## src/rtl/rxq_pkg.sv

```systemverilog
package rxq_pkg;
  localparam int DATA_W = 8;
  localparam int TAG_W  = 3;

  typedef struct packed {
    logic [DATA_W-1:0] data;
    logic [TAG_W-1:0]  tags;
  } rxEntry_t;

  typedef struct packed {
    logic push;
    logic pop;
    logic flush;
  } rxStrobes_t;
endpackage

```

## src/rtl/rxq_ctrl.sv

```systemverilog
module rxq_ctrl
  import rxq_pkg::*;
#(
  parameter int DEPTH = 64,
  parameter int LVL0  = 8,
  parameter int LVL1  = 16,
  parameter int LVL2  = 24,
  parameter int LVL3  = 56,
  localparam int ADDR_W = $clog2(DEPTH),
  localparam int CNT_W  = ADDR_W + 1
) (
  input  logic              clk,
  input  logic              rstN,
  input  logic              fifoEn,
  input  logic [1:0]        trigSel,
  input  logic              wrValid,
  input  logic              rdHold,
  input  logic              rdStatus,
  output rxStrobes_t        strb,
  output logic [ADDR_W-1:0] wrAddr,
  output logic [ADDR_W-1:0] rdAddr,
  output logic [CNT_W-1:0]  fillCount,
  output logic              overrun,
  output logic              dataIrq
);
  logic             fifoEnQ;
  logic [CNT_W-1:0] capacity;
  logic [CNT_W-1:0] trigLevel;
  logic             isFull;
  logic             dropWrite;

  assign capacity = fifoEn ? CNT_W'(DEPTH) : CNT_W'(1);
  assign isFull   = (fillCount >= capacity);

  always_comb begin
    strb.flush = (fifoEn != fifoEnQ);
    strb.pop   = rdHold && (fillCount != '0) && !strb.flush;
    strb.push  = wrValid && (!isFull || strb.pop) && !strb.flush;
    dropWrite  = wrValid && !strb.push && !strb.flush;
  end

  always_comb begin
    unique case (trigSel)
      2'd0:    trigLevel = CNT_W'(LVL0);
      2'd1:    trigLevel = CNT_W'(LVL1);
      2'd2:    trigLevel = CNT_W'(LVL2);
      default: trigLevel = CNT_W'(LVL3);
    endcase
  end

  assign dataIrq = fifoEn ? (fillCount >= trigLevel) : (fillCount != '0);

  always_ff @(posedge clk or negedge rstN) begin
    if (!rstN) begin
      fifoEnQ   <= 1'b0;
      wrAddr    <= '0;
      rdAddr    <= '0;
      fillCount <= '0;
    end else begin
      fifoEnQ <= fifoEn;
      if (strb.flush) begin
        wrAddr    <= '0;
        rdAddr    <= '0;
        fillCount <= '0;
      end else begin
        if (strb.push) wrAddr <= wrAddr + 1'b1;
        if (strb.pop)  rdAddr <= rdAddr + 1'b1;
        if (strb.push && !strb.pop)      fillCount <= fillCount + 1'b1;
        else if (strb.pop && !strb.push) fillCount <= fillCount - 1'b1;
      end
    end
  end

  always_ff @(posedge clk or negedge rstN) begin
    if (!rstN)          overrun <= 1'b0;
    else if (dropWrite) overrun <= 1'b1;
    else if (rdStatus)  overrun <= 1'b0;
  end
endmodule

```

## src/rtl/rxq_store.sv

```systemverilog
module rxq_store
  import rxq_pkg::*;
#(
  parameter int DEPTH = 64,
  localparam int ADDR_W = $clog2(DEPTH)
) (
  input  logic              clk,
  input  logic              rstN,
  input  rxStrobes_t        strb,
  input  logic [ADDR_W-1:0] wrAddr,
  input  logic [ADDR_W-1:0] rdAddr,
  input  logic              headValid,
  input  rxEntry_t          wrEntry,
  output logic [DATA_W-1:0] dataOut,
  output logic [TAG_W-1:0]  tagOut
);
  rxEntry_t          mem [DEPTH];
  rxEntry_t          headEntry;
  logic [DATA_W-1:0] lastData;

  always_ff @(posedge clk) begin
    if (strb.push) mem[wrAddr] <= wrEntry;
  end

  assign headEntry = mem[rdAddr];

  always_ff @(posedge clk or negedge rstN) begin
    if (!rstN)         lastData <= '0;
    else if (strb.pop) lastData <= headEntry.data;
  end

  assign dataOut = headValid ? headEntry.data : lastData;
  assign tagOut  = headValid ? headEntry.tags : '0;
endmodule

```

## src/rtl/rx_char_fifo.sv

```systemverilog
module rx_char_fifo
  import rxq_pkg::*;
#(
  parameter int DEPTH = 64,
  parameter int LVL0  = 8,
  parameter int LVL1  = 16,
  parameter int LVL2  = 24,
  parameter int LVL3  = 56
) (
  input  logic       clk,
  input  logic       rstN,
  input  logic       fifoEn,
  input  logic [1:0] trigSel,
  input  logic       wrValid,
  input  logic [7:0] wrData,
  input  logic [2:0] wrTags,
  input  logic       rdHold,
  input  logic       rdStatus,
  output logic [7:0] holdData,
  output logic [4:0] statusOut,
  output logic       dataIrq
);
  localparam int ADDR_W = $clog2(DEPTH);
  localparam int CNT_W  = ADDR_W + 1;

  rxStrobes_t        strb;
  logic [ADDR_W-1:0] wrAddr;
  logic [ADDR_W-1:0] rdAddr;
  logic [CNT_W-1:0]  fillCount;
  logic              overrun;
  logic              headValid;
  logic [TAG_W-1:0]  headTags;
  rxEntry_t          wrEntry;

  assign wrEntry   = '{data: wrData, tags: wrTags};
  assign headValid = (fillCount != '0);

  rxq_ctrl #(
    .DEPTH(DEPTH), .LVL0(LVL0), .LVL1(LVL1), .LVL2(LVL2), .LVL3(LVL3)
  ) u_ctrl (
    .clk(clk), .rstN(rstN), .fifoEn(fifoEn), .trigSel(trigSel),
    .wrValid(wrValid), .rdHold(rdHold), .rdStatus(rdStatus),
    .strb(strb), .wrAddr(wrAddr), .rdAddr(rdAddr),
    .fillCount(fillCount), .overrun(overrun), .dataIrq(dataIrq)
  );

  rxq_store #(.DEPTH(DEPTH)) u_store (
    .clk(clk), .rstN(rstN), .strb(strb), .wrAddr(wrAddr), .rdAddr(rdAddr),
    .headValid(headValid), .wrEntry(wrEntry),
    .dataOut(holdData), .tagOut(headTags)
  );

  assign statusOut = {headTags, overrun, headValid};
endmodule

```

## config.mk

```make
export PLATFORM = sky130hd
export DESIGN_NAME = rx_char_fifo
export DESIGN_NICKNAME = d
export VERILOG_FILES = /design/src/rtl/rxq_pkg.sv /design/src/rtl/rxq_ctrl.sv /design/src/rtl/rxq_store.sv /design/src/rtl/rx_char_fifo.sv
export SDC_FILE = /design/constraint.sdc
export NUM_CORES = 1
export LEC_CHECK = 0
export BUFFER_PORTS_ARGS = -buffer_cell sky130_fd_sc_hd__buf_2
export CAP_MARGIN = 20
export CORE_ASPECT_RATIO = 0.5
export CORE_MARGIN = 5
export CORE_UTILIZATION = 44
export CTS_BUF_LIST = sky130_fd_sc_hd__clkbuf_8
export DETAILED_ROUTE_END_ITERATION = 10
export HOLD_SLACK_MARGIN = 0.06
export PLACE_DENSITY_LB_ADDON = 0.05
export SYNTH_ARGS = -nofsm -noshare
export SYNTH_HDL_FRONTEND = slang
export SYNTH_SLANG_ARGS = --single-unit
export TNS_END_PERCENT = 5
```

## constraint.sdc

```tcl
create_clock -name clk -period 4.1 [get_ports clk]
set_input_delay 1.23 -clock clk [delete_from_list [all_inputs] [get_ports clk]]
set_output_delay 1.23 -clock clk [all_outputs]
set_load 0.01 [all_outputs]
```

==> results of run 1 <==
## cells by family after synthesis
kind of cell               Yosys count  share of synthesized area
DFF                                733                      0.749
AOI/OAI and AO/OA                  128                     0.0301
xor gates and xnor gates            14                    0.00420
muxes                              265                      0.156
adders and majority gates           15                    0.00669
and+or+nand+nor                    232                     0.0379
buffers and inverters               98                     0.0155
## final timing paths
check / depth (start not counted) / to / slack [ns] / startpoint
worst max register to register: 14 / u_ctrl.fillCount[6] / 0.46 / u_ctrl.fillCount[2]
worst min-delay path: 2 / u_store.lastData[3] / 0.49 / u_store.lastData[3]
worst min register to register: 2 / u_store.lastData[3] / 0.49 / u_store.lastData[3]
min in group asynchronous: 1 / u_ctrl.fillCount[3] / 0.51 / rstN
worst max-delay path: 9 / holdData[6] / -0.60 / u_ctrl.rdAddr[2]
max in group asynchronous: 1 / u_ctrl.rdAddr[2] / 2.96 / rstN
## metal layers
metal | share of wire | vias up | GRT usage
li1 | - | 6556 | -
met1 | 0.47 | 8198 | 0.326
met4 | 0.019 | 2 | 0.0611
met5 | 0.00014 | - | 0
met2 | 0.44 | 468 | 0.317
met3 | 0.067 | 105 | 0.0525
## where the power goes
part           internal (mW)  switching [mW]
combinational           1.70            1.91
sequential              8.33           0.133
clock                   2.53            2.83
## worst reg2reg max path: stages, from the launching register on
cell,delay [ns]
dfrtp_2,0.48
or4_4,0.56
o41a_1,0.35
o21ai_2,0.19
nand2_2,0.08
nor2_1,0.14
ha_2,0.23
inv_4,0.06
ha_4,0.23
nor2b_1,0.13
o21a_1,0.21
o21a_1,0.20
or3_1,0.33
a31o_2,0.25
a21oi_1,0.12
## area by class of cell
cell class	count	area share
inverter	12	0.00175
clock inverter	82	0.0125
timing repair buffer	218	0.0666
clock buffer	105	0.0422
antenna	2	0.000146
sequential	733	0.638
tap	884	0.0323
multi-input combinational	654	0.206
## state kept, by name (all words and copies together) (netlist names)
| signal | count |
|---|---|
| u_store.mem | 704 |
| u_store.lastData | 8 |
| u_ctrl.fillCount | 7 |
| u_ctrl.rdAddr | 6 |
| u_ctrl.wrAddr | 6 |
| u_ctrl.fifoEnQ | 1 |
| u_ctrl.overrun | 1 |
## synthesized netlist by cell type, drive strengths merged, types with 3 or more instances
cell type	instances	area, µm²
xnor2	5	43.8
a32oi	3	26.3
a221oi	3	26.3
a22o	5	43.8
o21ai	23	119
or2	3	18.8
and3	4	25.0
nor2	98	368
o31a	4	35.0
or3	6	37.5
clkbuf	32	120
dfrtp	29	726
a31oi	5	31.3
mux2	43	484
or4	3	33.8
ha	14	175
nand3	18	90.1
nand2b	10	62.6
o311ai	6	60.1
buf	54	287
mux4	148	3330
nand2	40	153
and2	5	31.3
inv	12	45.0
a22oi	19	143
nor2b	14	87.6
a21oi	19	95.1
mux2i	74	741
nor3	9	45.0
xor2	9	78.8
nand4	13	81.3
o22ai	16	100
edfxtp	704	21100
a211oi	14	105
## cells in the final DEF, fill, tap and decap left out, types with 6 or more instances in the layout
cell type,instances
nor3_1,7
mux2_2,40
o22ai_1,13
a22oi_2,6
nand4_1,13
mux4_2,148
buf_4,133
mux2i_1,64
nand2b_1,7
nor2_1,98
xor2_1,9
dfrtp_1,24
ha_1,11
inv_1,41
clkinv_1,29
nand2_1,38
clkinv_2,14
o21ai_0,16
a21oi_1,18
nor2b_1,14
clkbuf_8,105
buf_6,6
nand3_1,18
buf_2,29
mux2i_2,9
a211oi_1,14
buf_12,37
a22oi_1,13
buf_16,6
edfxtp_1,704
## through the flow
step                      power (mW)  cell area [µm²]
after floorplan                 10.5            29200
after global placement          11.9            31800
after detailed placement        11.9            31800
after CTS                       17.5            34100
after global routing            18.3            34300
final                           17.4            34300
## timing repair
item                       in CTS  in global routing
setup buffers                   7                  3
gates resized for setup        42                 25
pin swaps                       6                  8
cloned                          4                  1
setup endpoints to repair      13                 12
==> flow_metrics.tcl, run 1 <==
set metrics [dict create \
    outcome "finished, violations left" \
    violations "setup timing" \
    final_util 0.525 \
    die_w_um 374 \
    first_iter_violations 1539 \
    worstSetupPathType "register to primary output" \
    tns_ns -5.51 \
    via_per_inst 5.70 \
    ant_nets 0 \
    slowest_stage "mux4_2" \
    ys_seq_area_frac 0.749 \
    p_leak_nw 11.0 \
    irDropWorstVdd_v 0.000241 \
    drt-total-wl_um 76700 \
    ctsRootBufferMaster "clkbuf_8" \
    path_cells "buf_12 -> buf_12 -> mux4_2 -> mux4_2 -> mux2i_1 -> buf_4 -> a32oi_2 -> mux2_4 -> buf_6" \
    cts_buffers 104 \
    hold_class "register to register" \
    rsz0062_at_grt "true" \
    layout_setup_ws_ns -0.605 \
    synth_cells 1485 \
    die-area_um2 71900 \
    antenna_found_initial 2 \
    io_buffer_count 32 \
    setup_violations 11 \
    syn_avg_cell_area_um2 19.6 \
    hold_ws_ns 0.489 \
    p_per_area_nw_per_um2 508 \
    rows 66 \
    min_period_ns 4.70 \
    nNetsFinal 1757 \
    start_util 0.447 \
    multiInputGateArea_um2 7070 \
    placedCellCount 2484 \
    synth_edf_count 704 \
    worst_clock_skew_ns 0.0460 \
    netlist_area_um2 29200 \
    dpl.hpwl_um 48300 \
    die_h_um 192 \
    vias 15300 \
    area_delta_synth_final_pct 17.5 \
    async_flop_share 0.0396 \
    cp_num_buf_inv 4 \
    cts_tree "done" \
    min_period_over_period 1.15 \
    gr-total-overflow 0 \
    slowest_delay_ns 0.55 \
    drive_gt1_frac 0.328 \
    wl_per_cell_um 28.5 \
    instances_no_fill 2690 \
    place_congestion 0.827 \
    cp-start-kind "register" \
    path_max_fanout 8 \
    syn_nets 1519 \
    cts.clk_slew.worst_paths_ns 0.06 \
    track_usage 0.217 \
    grt_pass1_wl_um 111000 \
    core_um2 65300 \
    htreeDepth 3 \
    fmax_ghz 0.213 \
    clk_latency_ns 0.79 \
    drt_pre_antenna_iters 5 \
    yosys_most_used_dff "edfxtp_1" \
    fillers 5201 \
    tightest_slew_ns 0.952 \
    drc 0 \
    ys_seq_elements 733 \
    drv_cap 0 \
    synth_cell_type_count 56 \
    crit_family "multiplexers" \
    crit_arrival_ns 3.47 \
    clock-sinks 733 \
    ctsHoldBuffers 0 \
    cp_data_required_time_ns 2.87 \
    relSlewSlack 0.365 \
    final_max_slew_viol_count 0 \
    grt_max_degree 65 \
    register_area_um2 21900 \
    grt_pass1_vias 16000 \
    io_pins 33 \
    timing.final.hold_violations 0 \
    clk_path_buf_depth 3 \
    yosys_warnings 0 \
    pre_cts_ws_ns -0.286 \
    endpoint_kind "primary output" \
]
Note: power is estimated with default switching activity, not from simulation.
==> inputs of run 2 (changes only) <==
Settings changed: RECOVER_POWER set to 25.
==> run 2 against run 1 <==
The run ends with capacitance limit, slew limit, setup timing left. Via count is 0.20% higher. Cell count hardly changed. Critical endpoint is now holdData[2]. Sequential power hardly changed. Core utilization is 0.079 points lower.
==> flow_metrics.tcl, run 2 (same netlist as run 1, synthesis figures left out) <==
set metrics [dict create \
    clkPwrFrac 0.307 \
    layout_setup_ws_ns -0.646 \
    vias 15400 \
    cp-start-kind "register" \
    worstSetupPathType "register to primary output" \
    cts_buffers 104 \
    crit_top_cell "buf_4" \
    grt_max_degree 65 \
    drt-total-wl_um 76600 \
    io_buffer_count 32 \
    largest-register "u_store.mem" \
    cts.clk_slew.worst_paths_ns 0.07 \
    grt_pass1_vias 16000 \
    place_congestion 0.827 \
    p_per_area_nw_per_um2 509 \
    drt_pre_antenna_iters 5 \
    nNetsFinal 1757 \
    ctsRootBufferMaster "clkbuf_8" \
    largest_reg_flops 704 \
    drc 0 \
    instances_no_fill 2689 \
    slowest_delay_ns 0.56 \
    relSlewSlack -1.29 \
    drive_gt1_frac 0.320 \
    use_met1 0.326 \
    gr-usage-met2 0.317 \
    cp_num_buf_inv 3 \
    outcome "finished, violations left" \
    placedCellCount 2484 \
    wl_per_cell_um 28.5 \
    final_cell_mix "704 x edfxtp_1, 148 x mux4_2, 132 x buf_4, 105 x clkbuf_8, 98 x nor2_1" \
    rsz0062_at_grt "true" \
    grt-busiest-layer "met1" \
    track_usage 0.217 \
    endpoint_kind "primary output" \
    slowest_stage "dfrtp_4" \
    irDropWorstVdd_v 0.000242 \
    total_power_mw 17.4 \
    violations "capacitance limit, slew limit, setup timing" \
    final_util 0.524 \
    p_sw_frac 0.280 \
    clock-sinks 733 \
    min_period_over_period 1.16 \
    drv_cap 7 \
    first_iter_violations 1476 \
    setup_violations 11 \
    die-area_um2 71900 \
    p_leak_nw 10.9 \
    path_max_fanout 5 \
    share_comb_of_total_power 0.207 \
    worst_clock_skew_ns 0.0452 \
    ant_nets 0 \
    gr-total-overflow 0 \
    reg_top3 "u_store.mem x704, u_store.lastData x8, u_ctrl.fillCount x7" \
    finish.instance_area_um2 34200 \
    clk_path_buf_depth 3 \
    p_int_mw 12.6 \
    die_h_um 192 \
    path_cells "buf_4 -> mux4_2 -> mux2i_1 -> buf_4 -> a22oi_2 -> nand4_1 -> o31a_1 -> a21oi_1 -> buf_2" \
    core_um2 65300 \
    crit_arrival_ns 3.52 \
    rows 66 \
    start_util 0.447 \
    fmax_ghz 0.211 \
    p_sw_mw 4.87 \
    cp_data_required_time_ns 2.87 \
    tns_ns -5.58 \
    via_per_inst 5.71 \
    grt_pass1_wl_um 111000 \
    io_pins 33 \
    final_common_cell "edfxtp_1" \
    cts_tree "done" \
    clk_latency_ns 0.79 \
    min_period_ns 4.75 \
    dpl.hpwl_um 48300 \
    tightest_slew_ns 3.44 \
    die_w_um 374 \
    crit_family "compound AO/OA/AOI/OAI gates" \
    dpl_cell_area_um2 31800 \
    htreeDepth 3 \
    grt_use_met3 0.0525 \
    timing.final.hold_violations 0 \
    final_max_slew_viol_count 290 \
    antenna_found_initial 3 \
    area_delta_synth_final_pct 17.3 \
    seqPwrFrac 0.486 \
    hold_class "register to register" \
]
==> run 2: cell count changes in the layout (fill, tap and decap cells not counted), sizes merged <==
cell | previous run | this run
buf | 214 | 201
clkbuf | 106 | 119
diode | 2 | 1
==> run 2: layout make-up <==
cell class                 count  area [µm²]
fill                        5215       31100
sequential                   733       21900
multi-input combinational    654        7070
timing repair buffer         218        2240
clock buffer                 105        1450
tap                          884        1110
clock inverter                82         428
inverter                      12        60.1
antenna                        1        2.50
==> run 2: what timing repair did <==
action                     4_1_cts  5_1_grt
resized for setup               42       25
setup endpoints to repair       13       12
gates cloned                     4        1
setup buffers                    7        3
hold buffers                     0        0
pin swaps                        6        8
==> run 2: metrics by stage <==
stage	worst slack, ns	hold slack [ns]
floorplan	-0.0506	0.451
global placement	-0.246	0.466
detailed placement	-0.286	0.475
CTS	-0.644	0.458
global route	-0.737	0.521
finish	-0.646	0.487
==> run 2: worst reg2reg max path: cells and delay by family, from the launching register on <==
family / cells / cell delay [ns]
compound gates: 6 / 1.33
simple gates: 5 / 1.24
flops: 1 / 0.48
fa+ha+maj: 2 / 0.46
buf+inv: 1 / 0.06
==> run 2: routing by layer <==
| metal | wire length [µm] | vias up |
|---|---|---|
| met4 | 1460 | 2 |
| met1 | 36200 | 8253 |
| met3 | 5160 | 100 |
| met2 | 33800 | 446 |
| met5 | 11 | - |
| li1 | - | 6559 |
==> run 2: power by group through the flow <==
stage          registers (mW)  logic [mW]  clock network, mW
6_report                 8.47        3.60               5.36
5_1_grt                  8.47        3.88               5.90
4_1_cts                  8.46        3.57               5.51
3_5_place_dp             8.62        3.32                  0
3_3_place_gp             8.62        3.28                  0
2_1_floorplan            8.54        2.01                  0
==> run 2: final timing paths <==
check | from | depth (start not counted) | endpoint | slack [ns]
min in group asynchronous | rstN | 1 | u_ctrl.fillCount[3] | 0.94
max | u_ctrl.rdAddr[1] | 9 | holdData[2] | -0.65
max in group asynchronous | rstN | 1 | u_ctrl.rdAddr[2] | 1.78
min | u_store.lastData[4] | 2 | u_store.lastData[4] | 0.49
min reg2reg | u_store.lastData[4] | 2 | u_store.lastData[4] | 0.49
max reg2reg | u_ctrl.fillCount[2] | 14 | u_ctrl.fillCount[6] | 0.46
==> inputs of run 3 (changes only) <==
Settings changed: SKIP_LAST_GASP set to 1.
==> run 3 against run 2 <==
The flow still finishes with violations (capacitance limit, slew limit, setup timing). Total power down 0.15%. Maximum frequency up 0.20%. Clock skew about the same. Clock power about the same. Non-clock buffer count up 2. Global-route usage about the same. Critical path type unchanged. Highest routed layer unchanged.
==> flow_metrics.tcl, run 3 (same netlist as run 1, synthesis figures left out) <==
set metrics [dict create \
    outcome "finished, violations left" \
    violations "capacitance limit, slew limit, setup timing" \
    dpl.hpwl_um 48300 \
    rsz0062_at_grt "true" \
    relSlewSlack -1.30 \
    grt_use_met3 0.0552 \
    ctsHoldBuffers 0 \
    fillers 5227 \
    gr-total-overflow 0 \
    hold_class "register to register" \
    total_power_mw 17.4 \
    worst_clock_skew_ns 0.0456 \
    rows 66 \
    rrSetupSlack_ns 0.41 \
    p_per_area_nw_per_um2 509 \
    clk_latency_ns 0.79 \
    core_um2 65300 \
    timing.final.hold_violations 0 \
    cts.clk_slew.worst_paths_ns 0.07 \
    io_pins 33 \
    p_leak_nw 10.9 \
    drv_cap 7 \
    grt_pass1_vias 16000 \
    hold_ws_ns 0.492 \
    setup_violations 13 \
    antenna_found_initial 3 \
    ctsRootBufferMaster "clkbuf_8" \
    grt_pass1_wl_um 111000 \
    irDropWorstVdd_v 0.000239 \
    multiInputGateArea_um2 6960 \
    largest-register "u_store.mem" \
    grt-busiest-layer "met1" \
    die_h_um 192 \
    endpoint "holdData[2]" \
    clkPwrFrac 0.307 \
    endpoint_kind "primary output" \
    die-area_um2 71900 \
    vias 15400 \
    grt_max_degree 65 \
    nNetsFinal 1759 \
    worst_r2r_endpoint "u_ctrl.fillCount[6]" \
    drc 0 \
    clk_path_buf_depth 3 \
    p_sw_mw 4.88 \
    drive_gt1_frac 0.309 \
    instances_no_fill 2692 \
    htreeDepth 3 \
    reg_top3 "u_store.mem x704, u_store.lastData x8, u_ctrl.fillCount x7" \
    place_congestion 0.827 \
    placedCellCount 2484 \
    die_w_um 374 \
    drt-total-wl_um 77300 \
    use_met1 0.325 \
    share_comb_of_total_power 0.206 \
    cp_data_required_time_ns 2.87 \
    clock-sinks 733 \
    first_iter_violations 1486 \
    cp-start-kind "register" \
    final_common_cell "edfxtp_1" \
    cp-startpoint "u_ctrl.rdAddr[1]" \
    ant_nets 0 \
    worstSetupPathType "register to primary output" \
    min_period_over_period 1.16 \
    final_cell_mix "704 x edfxtp_1, 148 x mux4_2, 133 x buf_4, 105 x clkbuf_8, 98 x nor2_1" \
    p_sw_frac 0.280 \
    p_int_mw 12.5 \
    track_usage 0.217 \
    fmax_ghz 0.211 \
    ff2ff_path_depth 14 \
    gr-usage-met2 0.316 \
    rr_startpoint "u_ctrl.fillCount[2]" \
    wl_per_cell_um 28.7 \
    io_buffer_count 32 \
    start_util 0.447 \
    layout_setup_ws_ns -0.636 \
    path_max_fanout 5 \
    tightest_slew_ns 3.46 \
    register_area_um2 21900 \
    cts_tree "done" \
    cts_buffers 104 \
    final_max_slew_viol_count 291 \
    drt_pre_antenna_iters 5 \
    via_per_inst 5.71 \
    area_delta_synth_final_pct 17.1 \
    crit_arrival_ns 3.51 \
    seqPwrFrac 0.486 \
    largest_reg_flops 704 \
    min_period_ns 4.74 \
]
-- run 3: cell count changes in the layout (fill, tap and decap cells not counted), moves of 3 or more --
cell / before / now
nand2b_1: 7 / 10
mux2i_1: 64 / 70
mux2i_2: 9 / 4
o22ai_1: 13 / 16
buf_8: 3 / 0
o22ai_2: 3 / 0
-- run 3: power by group through the flow --
stage | clock network [mW] | registers [mW] | logic (mW)
after floorplan | 0 | 8.54 | 2.01
after global placement | 0 | 8.62 | 3.28
after detailed placement | 0 | 8.62 | 3.32
after CTS | 5.51 | 8.46 | 3.52
after global routing | 5.90 | 8.47 | 3.86
final | 5.34 | 8.46 | 3.59
-- run 3: how the worst min path moves through the flow --
stage	cells after the start	from	to
finish	2	u_store.lastData[4]	u_store.lastData[4]
global route	2	u_store.lastData[2]	u_store.lastData[2]
CTS	1	rstN	u_ctrl.fillCount[3]
detailed placement	2	u_store.lastData[3]	u_store.lastData[3]
global placement	2	u_store.lastData[2]	u_store.lastData[2]
floorplan	2	u_store.lastData[1]	u_store.lastData[1]
-- run 3: routing by layer --
metal  share of wire  vias up
li1                -     6557
met1            0.47     8198
met2            0.44      504
met3           0.075      102
met4           0.020        2
met5         0.00017        -
-- run 3: through the flow --
| step | setup TNS [ns] | area [µm²] | utilization | worst slack [ns] |
|---|---|---|---|---|
| 2_1_floorplan | -0.0506 | 29200 | - | -0.0506 |
| 3_3_place_gp | -1.07 | 31800 | 0.488 | -0.246 |
| 3_5_place_dp | -2.26 | 31800 | 0.488 | -0.286 |
| 4_1_cts | -7.13 | 34000 | 0.521 | -0.644 |
| 5_1_grt | -8.38 | 34200 | 0.523 | -0.737 |
| 6_report | -6.51 | 34200 | 0.523 | -0.636 |
-- run 3: final cells by class --
cell class	instances	area share
inverters	12	0.00176
multi-input cells	654	0.204
clock buffers	105	0.0423
clock inverters	82	0.0125
flip-flops and latches	733	0.641
diodes	2	0.000147
repair buffers	220	0.0666
well taps	884	0.0324
-- run 3: worst max-delay path: stages, from the launching register on --
cell,delay (ns)
dfrtp_4,0.57
buf_4,0.18
mux4_2,0.34
mux2i_1,0.13
buf_4,0.17
a22oi_2,0.42
nand4_1,0.37
o31a_1,0.24
a21oi_1,0.16
buf_2,0.15
-- run 3: what timing repair did --
item	in CTS	in global routing
cloned	4	3
pin swaps	2	4
setup buffers	7	4
resized for setup	25	10
endpoints found under the setup margin	13	13
